[src/rtl/scl_tgen_pkg.sv]
package scl_tgen_pkg;
    typedef enum logic [1:0] {
        OP_START  = 2'd0,
        OP_BIT    = 2'd1,
        OP_RSTART = 2'd2,
        OP_STOP   = 2'd3
    } tg_op_e;

    typedef enum logic [2:0] {
        S_IDLE,
        S_ST_HOLD,
        S_LOW_A,
        S_LOW_B,
        S_WAIT_HI,
        S_HIGH,
        S_SETUP
    } tg_state_e;
endpackage

[src/rtl/scl_tgen_sync.sv]
module scl_tgen_sync #(
    parameter int STAGES = 2
) (
    input  logic clk,
    input  logic rst_n,
    input  logic d,
    output logic q
);
    logic [STAGES-1:0] ff;

    for (genvar i = 0; i < STAGES; i++) begin : g_stage
        if (i == 0) begin : g_first
            always_ff @(posedge clk or negedge rst_n) begin
                if (!rst_n) ff[i] <= 1'b1;
                else        ff[i] <= d;
            end
        end else begin : g_next
            always_ff @(posedge clk or negedge rst_n) begin
                if (!rst_n) ff[i] <= 1'b1;
                else        ff[i] <= ff[i-1];
            end
        end
    end

    assign q = ff[STAGES-1];
endmodule

[src/rtl/scl_tgen_clamp.sv]
module scl_tgen_clamp #(
    parameter int W = 16
) (
    input  logic [W-1:0] period_i,
    input  logic [W-1:0] low_i,
    input  logic [W-1:0] rsu_i,
    input  logic [W-1:0] dsu_i,
    output logic [W-1:0] low_o,
    output logic [W-1:0] high_o,
    output logic [W-1:0] dsu_o,
    output logic [W-1:0] rest_o,
    output logic [W-1:0] rsu_o
);
    localparam logic [W-1:0] MIN_PER = W'(3);
    localparam logic [W-1:0] MIN_LOW = W'(2);
    localparam logic [W-1:0] ONE     = W'(1);

    logic [W-1:0] per_c;

    always_comb begin
        per_c  = (period_i < MIN_PER) ? MIN_PER : period_i;
        low_o  = (low_i < MIN_LOW) ? MIN_LOW :
                 ((low_i >= per_c) ? per_c - ONE : low_i);
        high_o = per_c - low_o;
        dsu_o  = (dsu_i == '0) ? ONE :
                 ((dsu_i >= low_o) ? low_o - ONE : dsu_i);
        rest_o = low_o - dsu_o;
        rsu_o  = (rsu_i == '0) ? ONE : rsu_i;
    end
endmodule

[src/rtl/scl_tgen_cnt.sv]
module scl_tgen_cnt #(
    parameter int W = 16
) (
    input  logic         clk,
    input  logic         rst_n,
    input  logic         ld,
    input  logic [W-1:0] ld_val,
    output logic [W-1:0] cnt,
    output logic         last
);
    always_ff @(posedge clk or negedge rst_n) begin
        if (!rst_n)          cnt <= '0;
        else if (ld)         cnt <= ld_val;
        else if (cnt != '0)  cnt <= cnt - W'(1);
    end

    assign last = (cnt == W'(1));
endmodule

[src/rtl/scl_timing_gen.sv]
module scl_timing_gen
    import scl_tgen_pkg::*;
#(
    parameter int CNT_W       = 16,
    parameter int SYNC_STAGES = 2
) (
    input  logic             clk,
    input  logic             rst_n,
    input  logic [CNT_W-1:0] cfg_period,
    input  logic [CNT_W-1:0] cfg_low,
    input  logic [CNT_W-1:0] cfg_rs_setup,
    input  logic [CNT_W-1:0] cfg_data_setup,
    input  logic             op_valid,
    input  logic [1:0]       op_code,
    input  logic             op_bit,
    output logic             op_ready,
    output logic             op_done,
    output logic             rx_bit,
    input  logic             scl_in,
    input  logic             sda_in,
    output logic             scl_oe,
    output logic             sda_oe
);
    logic scl_s, sda_s;

    scl_tgen_sync #(.STAGES(SYNC_STAGES)) u_scl_sync (
        .clk(clk), .rst_n(rst_n), .d(scl_in), .q(scl_s));
    scl_tgen_sync #(.STAGES(SYNC_STAGES)) u_sda_sync (
        .clk(clk), .rst_n(rst_n), .d(sda_in), .q(sda_s));

    logic [CNT_W-1:0] low_eff, high_eff, dsu_eff, rest_eff, rsu_eff;

    scl_tgen_clamp #(.W(CNT_W)) u_clamp (
        .period_i(cfg_period), .low_i(cfg_low), .rsu_i(cfg_rs_setup),
        .dsu_i(cfg_data_setup), .low_o(low_eff), .high_o(high_eff),
        .dsu_o(dsu_eff), .rest_o(rest_eff), .rsu_o(rsu_eff));

    logic             ld;
    logic [CNT_W-1:0] ld_val;
    logic [CNT_W-1:0] cnt;
    logic             last;

    scl_tgen_cnt #(.W(CNT_W)) u_cnt (
        .clk(clk), .rst_n(rst_n), .ld(ld), .ld_val(ld_val),
        .cnt(cnt), .last(last));

    tg_state_e state_q, state_d;
    tg_op_e    op_q, op_d;
    logic      bit_q, bit_d;
    logic      scl_oe_q, scl_d;
    logic      sda_oe_q, sda_d;
    logic      done_q, done_d;
    logic      rx_q, rx_d;

    always_comb begin
        state_d = state_q;
        op_d    = op_q;
        bit_d   = bit_q;
        ld      = 1'b0;
        ld_val  = '0;
        scl_d   = scl_oe_q;
        sda_d   = sda_oe_q;
        done_d  = 1'b0;
        rx_d    = rx_q;
        unique case (state_q)
            S_IDLE: begin
                if (op_valid) begin
                    op_d  = tg_op_e'(op_code);
                    bit_d = op_bit;
                    ld    = 1'b1;
                    if (tg_op_e'(op_code) == OP_START) begin
                        state_d = S_ST_HOLD;
                        ld_val  = rsu_eff;
                        sda_d   = 1'b1;
                    end else begin
                        state_d = S_LOW_A;
                        ld_val  = dsu_eff;
                    end
                end
            end
            S_ST_HOLD: begin
                if (last) begin
                    scl_d   = 1'b1;
                    done_d  = 1'b1;
                    state_d = S_IDLE;
                end
            end
            S_LOW_A: begin
                if (last) begin
                    state_d = S_LOW_B;
                    ld      = 1'b1;
                    ld_val  = rest_eff;
                    unique case (op_q)
                        OP_BIT:    sda_d = ~bit_q;
                        OP_RSTART: sda_d = 1'b0;
                        OP_STOP:   sda_d = 1'b1;
                        default:   sda_d = sda_oe_q;
                    endcase
                end
            end
            S_LOW_B: begin
                if (last) begin
                    scl_d   = 1'b0;
                    state_d = S_WAIT_HI;
                end
            end
            S_WAIT_HI: begin
                if (scl_s) begin
                    ld = 1'b1;
                    if (op_q == OP_BIT) begin
                        state_d = S_HIGH;
                        ld_val  = high_eff;
                    end else begin
                        state_d = S_SETUP;
                        ld_val  = rsu_eff;
                    end
                end
            end
            S_HIGH: begin
                if (last) begin
                    scl_d   = 1'b1;
                    done_d  = 1'b1;
                    rx_d    = sda_s;
                    state_d = S_IDLE;
                end
            end
            S_SETUP: begin
                if (last) begin
                    if (op_q == OP_RSTART) begin
                        sda_d   = 1'b1;
                        ld      = 1'b1;
                        ld_val  = rsu_eff;
                        state_d = S_ST_HOLD;
                    end else begin
                        sda_d   = 1'b0;
                        done_d  = 1'b1;
                        state_d = S_IDLE;
                    end
                end
            end
            default: state_d = S_IDLE;
        endcase
    end

    always_ff @(posedge clk or negedge rst_n) begin
        if (!rst_n) begin
            state_q <= S_IDLE;
            op_q    <= OP_START;
            bit_q   <= 1'b0;
        end else begin
            state_q <= state_d;
            op_q    <= op_d;
            bit_q   <= bit_d;
        end
    end

    always_ff @(posedge clk or negedge rst_n) begin
        if (!rst_n) begin
            scl_oe_q <= 1'b0;
            sda_oe_q <= 1'b0;
            done_q   <= 1'b0;
            rx_q     <= 1'b0;
        end else begin
            scl_oe_q <= scl_d;
            sda_oe_q <= sda_d;
            done_q   <= done_d;
            rx_q     <= rx_d;
        end
    end

    assign op_ready = (state_q == S_IDLE);
    assign op_done  = done_q;
    assign rx_bit   = rx_q;
    assign scl_oe   = scl_oe_q;
    assign sda_oe   = sda_oe_q;


    done_one_cycle_chk: assert property (@(posedge clk) disable iff (!rst_n)
        op_done |=> !op_done);


    accept_busy_chk: assert property (@(posedge clk) disable iff (!rst_n)
        (op_ready && op_valid) |=> !op_ready);


    stretch_hold_chk: assert property (@(posedge clk) disable iff (!rst_n)
        (state_q == S_WAIT_HI && !scl_s) |=> (state_q == S_WAIT_HI));


    high_sda_stable_chk: assert property (@(posedge clk) disable iff (!rst_n)
        (state_q == S_HIGH) |=> $stable(sda_oe));


    phase_nonzero_chk: assert property (@(posedge clk) disable iff (!rst_n)
        (state_q inside {S_ST_HOLD, S_LOW_A, S_LOW_B, S_HIGH, S_SETUP}) |-> (cnt != '0));


    restart_edge_chk: assert property (@(posedge clk) disable iff (!rst_n)
        (state_q == S_SETUP && op_q == OP_RSTART && last) |=> (sda_oe && !scl_oe && !op_ready));


    stop_release_chk: assert property (@(posedge clk) disable iff (!rst_n)
        (state_q == S_SETUP && op_q == OP_STOP && last) |=> (!sda_oe && !scl_oe && op_done));
endmodule

[config.mk]
export PLATFORM = sky130hd
export DESIGN_NAME = scl_timing_gen
export DESIGN_NICKNAME = d
export VERILOG_FILES = /design/src/rtl/scl_tgen_pkg.sv /design/src/rtl/scl_tgen_sync.sv /design/src/rtl/scl_tgen_clamp.sv /design/src/rtl/scl_tgen_cnt.sv /design/src/rtl/scl_timing_gen.sv
export SDC_FILE = /design/constraint.sdc
export NUM_CORES = 1
export LEC_CHECK = 0
export ABC_AREA = 1
export BUFFER_PORTS_ARGS = -buffer_cell sky130_fd_sc_hd__clkbuf_2
export CORE_ASPECT_RATIO = 0.9
export CORE_MARGIN = 2
export CORE_UTILIZATION = 50
export DETAILED_ROUTE_END_ITERATION = 6
export HOLD_SLACK_MARGIN = 0.08
export PLACE_DENSITY = 0.81
export SYNTH_ARGS = -nofsm -noshare
export SYNTH_HDL_FRONTEND = slang
export SYNTH_SLANG_ARGS = --single-unit
[constraint.sdc]
create_clock -name clk -period 3.1 [get_ports clk]
set_clock_uncertainty 0.1 [all_clocks]
set_input_delay 0 -clock clk [delete_from_list [all_inputs] [get_ports clk]]
set_output_delay 0 -clock clk [all_outputs]
set_load 0.005 [all_outputs]
==> impl_results.md <==
* Status: finished, violations left
* Failing checks: design-rule violations, negative setup slack
* Setup violators final at 16
* P_leak at 4.81 nW
* HPWL Detailed at 18.8 mm
* Worst slack at placement at -2.19 ns
* Final Power at 5.19 mW
* Placed Cells at 1402
* CTS tree: done
* Worst Hold Launch: cfg_rs_setup[1]
* Main combinational cell family by area after synthesis: simple AND/OR/NAND/NOR gates
* Hold depth at 5
* Synth top area cells: ha_1, nand2_1, dfrtp_1
* PortBufs at 76
* Worst-Skew Late Latency at 0.28 ns
* CTS Buf Count at 5
* Final WL at 26.9 mm
* Avg Cell Area, Syn at 6.18 sq um
* Commonest non-fill, non-tap cell in the layout: buf_4
* Async SR Flop Fraction at 100%
* Final ANT Viol Nets at 0
* Top cell by count, worst path: buf_4
* Kind of critical path: in2reg
* First-pass GRT wire length at 39.7 mm
* Largest net degree at the start of global routing at 31
* Number of max-cap violations at 0
* Cell taking the most area after synthesis: ha_1
* CTS sink count at 30
* Via density per instance at 6.04
* Vias in the first global route at 8122
* CP startpoint kind: primary input
* Fmax achieved at 0.189 GHz
* Via count at 8827
* Crit share post-route at 171%
* Share of cells above drive strength 1 at 39.4%
* Mux cell area share after synthesis at 0.185%
* Crit path max fanout at 5
* Adder-Cell Fraction of Synth Area at 15.1%
* Worst slew pin tran at 0.868 ns
* Endpoint class of the critical path: flip-flop
* Slew Viols, Final at 0
* Post-synth EDFFs at 0
* Final critical-path setup slack at -2.19 ns
* Placed cell area at 0.00826 sq mm
* Final Non-Filler Cells at 1461
* Synth Area in Simple Gates at 35.0%
* Crit path DAT at 5.34 ns
* Row count at 38
* Minimum clock period at 5.29 ns
* Nets at 1444
* Register area share after synthesis at 12.4%
* Overflow after GRT at 0
* Syn_nets at 1127
* Synthesized area at 0.00607 sq mm
* Initial antenna violation count at 0
* Slowest CP cell: ha_1
* Die Y at 109 microns
* CP peak stage delay at 0.38 ns
* Post-route DRC at 4
* Slew HR at 41.9%
* RSZ-0062 raised after global routing: yes
* Post-Syn Instances at 983
* WP data required at 3.14 ns
* Yosys warnings at 0
* R2r worst-path depth at 15
* Hold Path Sink: u_cnt.cnt[1]
* Die Wd at 120 microns
* Hold Crit Class: in2reg
* Setup crit start: cfg_period[7]
* Ant diodes at 0
* Core Area at 0.0119 sq mm
* Hold Vio Cnt, Final at 0
* Clock Pin Slew Worst Setup and Hold Paths at 0.05 ns
* Final Util at 79.7%
* DRT iter0 DRCs at 1203
* Post-route cell area at 0.00951 sq mm
* All-Layer GR Usage at 38.3%
* Xor/xnor share of the synthesized area at 4.61%
* Gpl congestion at 0.985
* Count of cell types in the netlist at 56
* Clock buffer depth at 2
* Yosys reg bits at 30
* P per Cell Area at 545 mW/mm^2
* Routed wire per std cell at 18.4 microns
* Terminus of the critical flop-to-flop path: u_cnt.cnt[6]
* Worst vdd ir at 375 uV
* I/O pins at 77
* Compound-Gate Fraction of Synth Area at 21.2%
* Die Area at 0.0130 sq mm
* Top FF cell, synth: dfrtp_1
* H-tree depth reported by CTS at 2
* Initial Utilization at 50.9%
* Clock root buffer: clkbuf_16
* Worst r2r src: u_cnt.cnt[0]
* FF-to-FF setup slack at 0.12 ns
* Most frequent cells in the layout: buf_4, nand2_1, inv_1
* Top-area cell type share of the netlist area at 14.4%
* DRT Pass-1 Iters at 7
* Synth-to-layout area growth at 56.6%
## how the worst max path moves through the flow
stage                    endpoint  slack, ns  depth (start not counted)
floorplan           u_cnt.cnt[12]      -1.85                         46
global placement    u_cnt.cnt[12]      -1.94                         47
detailed placement  u_cnt.cnt[12]      -2.19                         47
CTS                 u_cnt.cnt[12]      -1.73                         46
global route        u_cnt.cnt[12]      -2.46                         49
finish               u_cnt.cnt[4]      -2.19                         39
## flip-flops by register name (all words and copies together), names as in the netlist
register,flops
scl_oe,1
op_q,2
u_scl_sync.q,1
rx_bit,1
op_done,1
state_q,3
u_sda_sync.ff,1
bit_q,1
u_cnt.cnt,16
u_scl_sync.ff,1
sda_oe,1
u_sda_sync.q,1
## cells by family (layout without fill, tap and decap cells)
logic type	after synthesis	after routing
simple gates	450	451
compound gates	219	219
buf+inv	179	496
fa+ha+maj	72	72
xor+xnor	32	32
flops	30	30
mux	1	1
## power by group
group          leakage, nW  switching (mW)  internal [mW]  total (mW)
clock               0.0706           0.175          0.294       0.469
sequential           0.360           0.159          0.561       0.720
combinational         4.38            2.23           1.77        4.00
## synth_stat cells (13+ instances only)
cell type	number
nand2_1	202
a21oi_1	85
nor3_1	16
o211ai_1	20
nand3_2	13
clkbuf_1	24
nand3_1	48
xor2_1	22
nand4_1	27
o21ai_0	64
nor2_1	89
inv_1	136
dfrtp_1	26
ha_1	70
## final cells by class
cell class / instances / area [sq um]
Multi-Input combinational cell: 775 / 5310
Tap cell: 160 / 200
Clock buffer: 6 / 129
Clock inverter: 2 / 10.0
Fill cell: 790 / 2420
Inverter: 145 / 549
Timing Repair Buffer: 343 / 2560
Sequential cell: 30 / 756
## critical path, delay by kind of cell
kind	cells	cell delay, ns
buf+inv	15	1.92
xor+xnor	1	0.20
compound gates	6	0.94
simple gates	14	1.44
fa+ha+maj	3	0.84
## per-layer routing
metal | track usage, % | wire length, microns
met1 | 50.3 | 9950
met2 | 62.5 | 12000
met3 | 8.49 | 3670
met5 | 0 | 0
met4 | 12.4 | 1340
## timing repair
item / 4_1_cts / 5_1_grt
resized for setup: 55 / 96
hold buffers: 16 / 0
endpoints found under the hold margin: 41 / 0
setup buffers: 29 / 13
setup endpoints to repair: 16 / 16
pin swaps: 34 / 61
cloned: 3 / 0
## metrics by stage
| stage | hold WS, ns | TNS [ns] |
|---|---|---|
| 2_1_floorplan | -0.396 | -20.70 |
| 6_report | 0.110 | -27.04 |
| 3_3_place_gp | -0.0118 | -25.61 |
| 4_1_cts | 0.0867 | -22.99 |
| 3_5_place_dp | -0.0108 | -28.41 |
| 5_1_grt | 0.107 | -31.74 |
Note: power is estimated with default switching activity, not from simulation.
